## src/rtl/mot_pkg.sv

```systemverilog
package mot_pkg;

    typedef enum logic [1:0] {
        MK_LOAD   = 2'd0,
        MK_STORE  = 2'd1,
        MK_FULLB  = 2'd2,
        MK_WRB    = 2'd3
    } mem_kind_e;

    function automatic logic kind_is_barrier(input logic [1:0] k);
        return k[1];
    endfunction

endpackage

```

## src/rtl/mot_seq_cam.sv

```systemverilog
module mot_seq_cam #(
    parameter int N     = 16,
    parameter int SEQ_W = 16
) (
    input  logic [N-1:0]            en_i,
    input  logic [N-1:0][SEQ_W-1:0] seqs_i,
    input  logic                    key_valid_i,
    input  logic [SEQ_W-1:0]        key_i,
    output logic [N-1:0]            hit_o
);
    for (genvar g = 0; g < N; g++) begin : g_cmp
        assign hit_o[g] = key_valid_i && en_i[g] && (seqs_i[g] == key_i);
    end
endmodule

```

## src/rtl/mot_low_pick.sv

```systemverilog
module mot_low_pick #(
    parameter int N     = 16,
    parameter int IDX_W = 4
) (
    input  logic [N-1:0]     req_i,
    output logic             any_o,
    output logic [IDX_W-1:0] idx_o
);
    always_comb begin
        any_o = 1'b0;
        idx_o = '0;
        for (int i = N - 1; i >= 0; i--) begin
            if (req_i[i]) begin
                any_o = 1'b1;
                idx_o = IDX_W'(i);
            end
        end
    end
endmodule

```

## src/rtl/mot_barrier_regs.sv

```systemverilog
module mot_barrier_regs #(
    parameter int SEQ_W = 16,
    parameter int TID_W = 1
) (
    input  logic             clk,
    input  logic             rst_n,
    input  logic             flush_i,
    input  logic             set_full_i,
    input  logic             set_wr_i,
    input  logic [SEQ_W-1:0] set_seq_i,
    input  logic [TID_W-1:0] set_tid_i,
    input  logic             done_valid_i,
    input  logic [SEQ_W-1:0] done_seq_i,
    input  logic             sq_valid_i,
    input  logic [TID_W-1:0] sq_tid_i,
    input  logic [SEQ_W-1:0] sq_seq_i,
    output logic             ld_on_o,
    output logic [SEQ_W-1:0] ld_seq_o,
    output logic             st_on_o,
    output logic [SEQ_W-1:0] st_seq_o
);
    typedef struct packed {
        logic             on;
        logic [SEQ_W-1:0] seq;
        logic [TID_W-1:0] tid;
    } bar_t;

    typedef struct packed {
        bar_t ld;
        bar_t st;
    } bstate_t;

    bstate_t bs_q, bs_d;

    function automatic logic gone(input bar_t b, input logic dv, input logic [SEQ_W-1:0] ds,
                                  input logic sv, input logic [TID_W-1:0] st,
                                  input logic [SEQ_W-1:0] ss);
        return b.on && ((dv && ds == b.seq) || (sv && st == b.tid && b.seq > ss));
    endfunction

    always_comb begin
        bs_d = bs_q;
        if (flush_i) begin
            bs_d = '0;
        end else begin
            if (gone(bs_q.ld, done_valid_i, done_seq_i, sq_valid_i, sq_tid_i, sq_seq_i))
                bs_d.ld.on = 1'b0;
            if (gone(bs_q.st, done_valid_i, done_seq_i, sq_valid_i, sq_tid_i, sq_seq_i))
                bs_d.st.on = 1'b0;
            if (set_full_i) begin
                bs_d.ld = '{on: 1'b1, seq: set_seq_i, tid: set_tid_i};
                bs_d.st = '{on: 1'b1, seq: set_seq_i, tid: set_tid_i};
            end else if (set_wr_i) begin
                bs_d.st = '{on: 1'b1, seq: set_seq_i, tid: set_tid_i};
            end
        end
    end

    always_ff @(posedge clk or negedge rst_n) begin
        if (!rst_n) bs_q <= '0;
        else        bs_q <= bs_d;
    end

    assign ld_on_o  = bs_q.ld.on;
    assign ld_seq_o = bs_q.ld.seq;
    assign st_on_o  = bs_q.st.on;
    assign st_seq_o = bs_q.st.seq;

    // a full barrier records itself for both loads and stores
    a_r1_full_sets_both: assert property (@(posedge clk) disable iff (!rst_n)
        set_full_i && !flush_i |=> ld_on_o && st_on_o &&
            ld_seq_o == $past(set_seq_i) && st_seq_o == $past(set_seq_i));

    // a write barrier records itself for stores
    a_r2_wr_sets_store: assert property (@(posedge clk) disable iff (!rst_n)
        set_wr_i && !set_full_i && !flush_i |=> st_on_o && st_seq_o == $past(set_seq_i));

    // context reset leaves no barrier recorded
    a_r9_flush_clears: assert property (@(posedge clk) disable iff (!rst_n)
        flush_i |=> !ld_on_o && !st_on_o && ld_seq_o == '0 && st_seq_o == '0);
endmodule

```

## src/rtl/mem_order_tracker.sv

```systemverilog
module mem_order_tracker #(
    parameter int ENTRIES = 16,
    parameter int SEQ_W   = 16,
    parameter int PC_W    = 32,
    parameter int THREADS = 2,
    localparam int TID_W  = (THREADS > 1) ? $clog2(THREADS) : 1,
    localparam int IDX_W  = (ENTRIES > 1) ? $clog2(ENTRIES) : 1
) (
    input  logic             clk,
    input  logic             rst_n,
    input  logic             ins_valid,
    input  logic [1:0]       ins_kind,
    input  logic [SEQ_W-1:0] ins_seq,
    input  logic [PC_W-1:0]  ins_pc,
    input  logic [TID_W-1:0] ins_tid,
    input  logic             ins_regs_ready,
    output logic             ins_full,
    output logic             ins_blocked,
    output logic [PC_W-1:0]  pred_pc,
    input  logic [SEQ_W-1:0] pred_seq,
    output logic             pred_clear,
    input  logic             wake_valid,
    input  logic [SEQ_W-1:0] wake_seq,
    input  logic             done_valid,
    input  logic [SEQ_W-1:0] done_seq,
    input  logic             park_valid,
    input  logic [SEQ_W-1:0] park_seq,
    input  logic             replay_req,
    input  logic             squash_valid,
    input  logic [TID_W-1:0] squash_tid,
    input  logic [SEQ_W-1:0] squash_seq,
    input  logic             ctx_reset,
    output logic             iss_valid,
    output logic [SEQ_W-1:0] iss_seq,
    output logic [TID_W-1:0] iss_tid,
    input  logic             iss_ack
);
    import mot_pkg::*;

    typedef struct packed {
        logic             vld;
        logic [1:0]       kind;
        logic [SEQ_W-1:0] seq;
        logic [TID_W-1:0] tid;
        logic             regs_rdy;
        logic             mem_wait;
        logic [IDX_W-1:0] prod;
        logic             issued;
        logic             parked;
    } ent_t;

    typedef struct packed {
        ent_t [ENTRIES-1:0] ent;
    } st_t;

    st_t st_q, st_d;

    logic [ENTRIES-1:0]            vld_v, park_v, rdy_v, kill_v, freed_v;
    logic [ENTRIES-1:0][SEQ_W-1:0] seq_v;
    logic [ENTRIES-1:0]            wake_hit, done_hit, park_hit, prod_hit;
    logic                          free_any, prod_any;
    logic [IDX_W-1:0]              free_idx, prod_idx, iss_idx;
    logic                          ins_take;
    logic [SEQ_W-1:0]              prod_seq;
    logic                          ld_on, st_on;
    logic [SEQ_W-1:0]              ld_seq, st_seq;

    for (genvar g = 0; g < ENTRIES; g++) begin : g_vec
        assign vld_v[g]  = st_q.ent[g].vld;
        assign seq_v[g]  = st_q.ent[g].seq;
        assign park_v[g] = st_q.ent[g].parked;
        assign rdy_v[g]  = st_q.ent[g].vld && !kind_is_barrier(st_q.ent[g].kind) &&
                           st_q.ent[g].regs_rdy && !st_q.ent[g].mem_wait &&
                           !st_q.ent[g].issued && !st_q.ent[g].parked;
        assign kill_v[g] = squash_valid && st_q.ent[g].vld &&
                           st_q.ent[g].tid == squash_tid && st_q.ent[g].seq > squash_seq;
        assign freed_v[g] = done_hit[g] || kill_v[g];
    end

    mot_seq_cam #(.N(ENTRIES), .SEQ_W(SEQ_W)) u_cam_wake (
        .en_i(vld_v), .seqs_i(seq_v), .key_valid_i(wake_valid), .key_i(wake_seq), .hit_o(wake_hit));
    mot_seq_cam #(.N(ENTRIES), .SEQ_W(SEQ_W)) u_cam_done (
        .en_i(vld_v), .seqs_i(seq_v), .key_valid_i(done_valid), .key_i(done_seq), .hit_o(done_hit));
    mot_seq_cam #(.N(ENTRIES), .SEQ_W(SEQ_W)) u_cam_park (
        .en_i(vld_v), .seqs_i(seq_v), .key_valid_i(park_valid), .key_i(park_seq), .hit_o(park_hit));
    mot_seq_cam #(.N(ENTRIES), .SEQ_W(SEQ_W)) u_cam_prod (
        .en_i(vld_v & ~done_hit), .seqs_i(seq_v), .key_valid_i(prod_seq != '0),
        .key_i(prod_seq), .hit_o(prod_hit));

    mot_low_pick #(.N(ENTRIES), .IDX_W(IDX_W)) u_pick_free (
        .req_i(~vld_v), .any_o(free_any), .idx_o(free_idx));
    mot_low_pick #(.N(ENTRIES), .IDX_W(IDX_W)) u_pick_prod (
        .req_i(prod_hit), .any_o(prod_any), .idx_o(prod_idx));
    mot_low_pick #(.N(ENTRIES), .IDX_W(IDX_W)) u_pick_iss (
        .req_i(rdy_v), .any_o(iss_valid), .idx_o(iss_idx));

    mot_barrier_regs #(.SEQ_W(SEQ_W), .TID_W(TID_W)) u_bar (
        .clk(clk), .rst_n(rst_n), .flush_i(ctx_reset),
        .set_full_i(ins_take && ins_kind == MK_FULLB),
        .set_wr_i(ins_take && ins_kind == MK_WRB),
        .set_seq_i(ins_seq), .set_tid_i(ins_tid),
        .done_valid_i(done_valid), .done_seq_i(done_seq),
        .sq_valid_i(squash_valid), .sq_tid_i(squash_tid), .sq_seq_i(squash_seq),
        .ld_on_o(ld_on), .ld_seq_o(ld_seq), .st_on_o(st_on), .st_seq_o(st_seq));

    assign ins_full   = !free_any;
    assign ins_take   = ins_valid && free_any && !squash_valid;
    assign pred_pc    = ins_pc;
    assign pred_clear = ctx_reset;

    // Producer selection: barrier first, predictor otherwise; barriers have none
    always_comb begin
        prod_seq = '0;
        if (!kind_is_barrier(ins_kind)) begin
            if (ins_kind == MK_LOAD && ld_on)       prod_seq = ld_seq;
            else if (ins_kind == MK_STORE && st_on) prod_seq = st_seq;
            else                                    prod_seq = pred_seq;
        end
    end

    assign ins_blocked = ins_take && prod_any;
    assign iss_seq     = st_q.ent[iss_idx].seq;
    assign iss_tid     = st_q.ent[iss_idx].tid;

    always_comb begin
        st_d = st_q;
        for (int i = 0; i < ENTRIES; i++) begin
            if (wake_hit[i]) st_d.ent[i].regs_rdy = 1'b1;
            if (park_hit[i] && st_q.ent[i].issued) begin
                st_d.ent[i].issued = 1'b0;
                st_d.ent[i].parked = 1'b1;
            end
        end
        if (iss_ack && iss_valid) st_d.ent[iss_idx].issued = 1'b1;
        if (replay_req && !squash_valid) begin
            for (int i = 0; i < ENTRIES; i++) st_d.ent[i].parked = 1'b0;
        end
        for (int i = 0; i < ENTRIES; i++) begin
            if (st_q.ent[i].mem_wait && freed_v[st_q.ent[i].prod])
                st_d.ent[i].mem_wait = 1'b0;
            if (freed_v[i]) st_d.ent[i] = '0;
        end
        if (ins_take) begin
            st_d.ent[free_idx].vld      = 1'b1;
            st_d.ent[free_idx].kind     = ins_kind;
            st_d.ent[free_idx].seq      = ins_seq;
            st_d.ent[free_idx].tid      = ins_tid;
            st_d.ent[free_idx].regs_rdy = ins_regs_ready;
            st_d.ent[free_idx].mem_wait = prod_any;
            st_d.ent[free_idx].prod     = prod_idx;
            st_d.ent[free_idx].issued   = 1'b0;
            st_d.ent[free_idx].parked   = 1'b0;
        end
    end

    always_ff @(posedge clk or negedge rst_n) begin
        if (!rst_n) st_q <= '0;
        else        st_q <= st_d;
    end

    // a completed entry is gone in the next cycle
    a_r5_done_frees: assert property (@(posedge clk) disable iff (!rst_n)
        done_valid |=> (($past(done_hit) & vld_v) == '0));

    // a squash cycle never adds occupancy
    a_r7_squash_shrinks: assert property (@(posedge clk) disable iff (!rst_n)
        squash_valid |=> $countones(vld_v) <= $past($countones(vld_v)));

    // a full table stays full while nothing leaves
    a_r8_full_holds: assert property (@(posedge clk) disable iff (!rst_n)
        ins_full && !done_valid && !squash_valid |=> ins_full);

    // replay empties the pool
    a_r6_replay_empties: assert property (@(posedge clk) disable iff (!rst_n)
        replay_req && !squash_valid && !park_valid |=> park_v == '0);

    // context reset only with an empty table
    a_r9_flush_empty: assert property (@(posedge clk) disable iff (!rst_n)
        ctx_reset |-> vld_v == '0);

    // an acknowledged offer is not repeated in the next cycle
    a_r4_ack_retires: assert property (@(posedge clk) disable iff (!rst_n)
        iss_valid && iss_ack |=> !(iss_valid && iss_seq == $past(iss_seq) &&
                                   iss_tid == $past(iss_tid)));
endmodule

```

## config.mk

```make
export PLATFORM = sky130hd
export DESIGN_NAME = mem_order_tracker
export DESIGN_NICKNAME = d
export VERILOG_FILES = /design/src/rtl/mot_pkg.sv /design/src/rtl/mot_seq_cam.sv /design/src/rtl/mot_low_pick.sv /design/src/rtl/mot_barrier_regs.sv /design/src/rtl/mem_order_tracker.sv
export SDC_FILE = /design/constraint.sdc
export NUM_CORES = 2
export LEC_CHECK = 0
export BUFFER_PORTS_ARGS = -buffer_cell sky130_fd_sc_hd__buf_2
export CAP_MARGIN = 20
export CORE_MARGIN = 2
export CORE_UTILIZATION = 35
export CTS_CLUSTER_SIZE = 25
export DETAILED_ROUTE_END_ITERATION = 10
export SETUP_SLACK_MARGIN = 0.05
export SKIP_LAST_GASP = 1
export SYNTH_ARGS = -nofsm -noshare
export SYNTH_HDL_FRONTEND = slang
export SYNTH_SLANG_ARGS = --single-unit
```

## constraint.sdc

```tcl
create_clock -name clk -period 4.45 [get_ports clk]
set_clock_uncertainty 0.15 [all_clocks]
set_input_delay 0.2225 -clock clk [delete_from_list [all_inputs] [get_ports clk]]
set_output_delay 0.2225 -clock clk [all_outputs]
set_load 0.02 [all_outputs]
```

==> results.ini <==
[synthesis]
synth_compound_area_share_pct=13.4
synthCells=5606
synth_xor_area_share_pct=20.5
synth_top_family_by_area=simple AND/OR/NAND/NOR gates
synthFlopType=dfrtp_1
syn_area_mm2=0.0460
synth_top_area_share_pct=25.5
yosysWarnings=0
ys_async_sr_fraction_pct=100
muxShareOfSynthArea_pct=4.98
synth_largest_area_cell=dfrtp_1
synthesis.nets=6037
yosysUniqueCellTypes=81
synth-simple-area-share_pct=21.3
synth_edf_count=0
synth-seq-cells=468
synth_fa_ha_area_share_pct=7.84
yosysSeqAreaShare_pct=25.5
yosys-top-cells-area=dfrtp_1 25%, xor2_1 12%, xnor2_1 8.5%
syn_area_per_cell_um2=8.20

[sta]
hold_viol_final=0
rsz0062_at_grt=yes
finalCritPeriodShare_pct=105
finalSetupViolCount=18
slew_violations=0
worst_slack_ps=-207
slew_headroom_pct=13.5
period_needed_ps=4660
fin_tns_setup_ps=-2850
max_freq_mhz=215
worst_pin_slew_ps=1300

[detailed_routing]
vias=50100
postRouteAntennaNets=0
drtIter0Drc=8484
drt_pre_antenna_iters=8
viasPerCell=6.62
routed_wl_um=289000
drcViolationCount=0
avgRoutedWirePerCell_um=38.2

[die]
die_x_um=366
io_pins=196
core-area_mm2=0.130
floorplan.initialDensity_pct=35.4
die_area_mm2=0.134
die_h_um=366
fp-row-count=132

[pwr]
vdd_ir_drop_max_uv=471
leakagePower_uw=0.0250
p_per_area_mw_per_mm2=508

[critical_path]
slowest_stage=or4b_2
r2r_setup_slack_ps=110
arrival_ps=4280
timing.critical_path.buf_inv=2
start_kind=flop
path_depth=13
r2r-start=u_bar.st_on_o
max_stage_delay_ps=670
cp_top_family=simple AND/OR/NAND/NOR gates
crit_fanout=8
worstSetupStartpoint=st_q[54]
path_cells=or4b_2 > or3_4 > nand4_1 > nor2_2 > nand3b_1 > a211oi_4 > buf_6 > nand2_1 > nor3_2 > a31oi_4 > o2111ai_4 > or4_4 > buf_6
crit_top_cell=buf_6
r2r_cells=15
r2r_end=st_q[30]
crit_type=reg2out
endpoint=iss_seq[9]
end_kind=primary output
cp.required_ps=4080

[final_layout]
post-route-util_pct=42.9
nNetsFinal=6201
fin_area_mm2=0.0557
layout-drive-gt1-share_pct=19.1
synthToLayoutAreaGrowth_pct=21.3

[placement]
hpwlAfterDp_um=207000
pre_cts_ws_ps=-36.7
io_buffer_count=131
post_dp_cell_area_mm2=0.0514
place_congestion=1.13

[clock_tree]
clk_latency_ps=740
cts.sinks=468
cts.clk_slew.worst_paths_ps=60
cts_max_path_buffers=3
clock_tree.root_cell=clkbuf_16
cts_tree=yes
cts-htree-levels=2
numCtsBuffers=59

[run_status]
status=finished with violations
violations=setup timing

[grt]
grtUsageTotal_pct=41.6
grt_antenna_before_repair=14
globalRouteOverflowTotal=0
grt_pass1_vias=47200
grt_pass1_wl_um=393000
grt_max_degree=105

[hold_path]
hold_class=in2async

[run]
drv_cap=0

cell usage in the layout (no fill, tap or decap), types with 31 or more instances in the layout:
master	synthesis	layout
a21o_1	72	72
a21oi_1	145	140
a22o_1	141	141
a31oi_1	59	33
buf_12	0	81
buf_2	24	118
buf_4	38	507
buf_6	3	31
clkbuf_16	0	59
dfrtp_1	468	468
ha_1	288	288
inv_1	67	67
mux2i_1	131	109
mux4_2	37	37
nand2_1	728	722
nand2b_1	31	31
nand3_1	173	172
nand4_1	176	176
nor2_1	166	155
nor2b_1	50	44
nor3_1	174	154
nor4_1	247	242
o21a_1	50	49
o21ai_0	233	230
xnor2_1	447	447
xor2_1	627	627
metrics by stage:
stage,total power [uW],hold slack (ps),cells
final,28300,16.6,7570
after global routing,29000,64.5,7561
after CTS,27100,18.6,7542
after detailed placement,20000,173,7364
after global placement,20000,168,7364
after floorplan,14100,-223,5606
cell usage after synthesis, types with 14 or more instances:
library cell,number
a22o_1,141
nor2b_1,50
ha_1,288
nand2_1,728
dfrtp_1,468
a31oi_1,59
nand4_1,176
mux2i_1,131
a21o_1,72
o211ai_1,23
clkbuf_1,515
mux4_2,37
o2111ai_1,36
o21a_1,50
nand4b_1,14
nor2_1,166
or3_1,20
and4_1,18
nand2b_1,31
and2_1,16
nor4b_1,24
nand3_1,173
buf_4,38
o31ai_1,22
inv_1,67
buf_1,91
buf_2,24
nor3_1,174
o22ai_1,32
xnor2_1,447
o21ai_0,233
nor4_1,247
xor2_1,627
or4_1,33
a21oi_1,145
a211oi_1,20
logic make-up (layout without fill, tap and decap cells):
family / after synthesis / count (layout)
AOI/OAI and AO/OA: 914 / 915
xor gates and xnor gates: 1074 / 1074
adders and majority gates: 288 / 288
buffers and inverters: 738 / 949
DFF: 468 / 468
muxes: 181 / 181
other: 0 / 9
and+or+nand+nor: 1943 / 1944
sequential cells by signal, indices dropped and copies added (netlist names):
| register | count |
|---|---|
| u_bar.ld_seq_o | 16 |
| u_bar.st_on_o | 1 |
| u_bar.ld_on_o | 1 |
| seq_v | 256 |
| u_bar.st_seq_o | 16 |
| st_q | 160 |
| u_bar.bs_q | 2 |
| park_v | 16 |
layer usage:
layer,routed length [um],global-route usage (%),share of wire (%)
met1,110000,53.2,38
met2,110000,55.4,38
met3,45100,18.2,16
met4,24700,29.0,8.5
met5,134,0,0.046
power breakdown:
part / total, uW / switching, uW / leakage, uW / internal (uW)
logic: 16200 / 9590 / 0.0177 / 6580
clock network: 5250 / 2280 / 0.00100 / 2970
registers: 6890 / 1870 / 0.00634 / 5020
layout make-up:
class / instances / area [um2]
Sequential cell: 468 / 11700
Antenna cell: 9 / 22.5
Multi-Input combinational cell: 4402 / 32600
Fill cell: 12900 / 74200
Clock inverter: 38 / 469
Tap cell: 1742 / 2180
Clock buffer: 72 / 1600
Timing Repair Buffer: 772 / 6950
Inverter: 67 / 251
how the worst min path moves through the flow:
stage / to / slack [ps] / cells after the start
finish: st_q[391] / 20 / 2
global route: st_q[195] / 60 / 2
CTS: st_q[195] / 20 / 2
detailed placement: seq_v[10] / 170 / 1
global placement: st_q[119] / 170 / 1
floorplan: park_v[0] / -220 / 0
timing repair:
| item | 4_1_cts | 5_1_grt |
|---|---|---|
| buffers inserted | 39 | 10 |
| pin swaps | 41 | 19 |
| endpoints found under the hold margin | 283 | 27 |
| hold buffers | 16 | 4 |
| setup endpoints to repair | 18 | 42 |
| gates resized for setup | 174 | 64 |
| gates cloned | 14 | 1 |
Note: power is estimated with default switching activity, not from simulation.
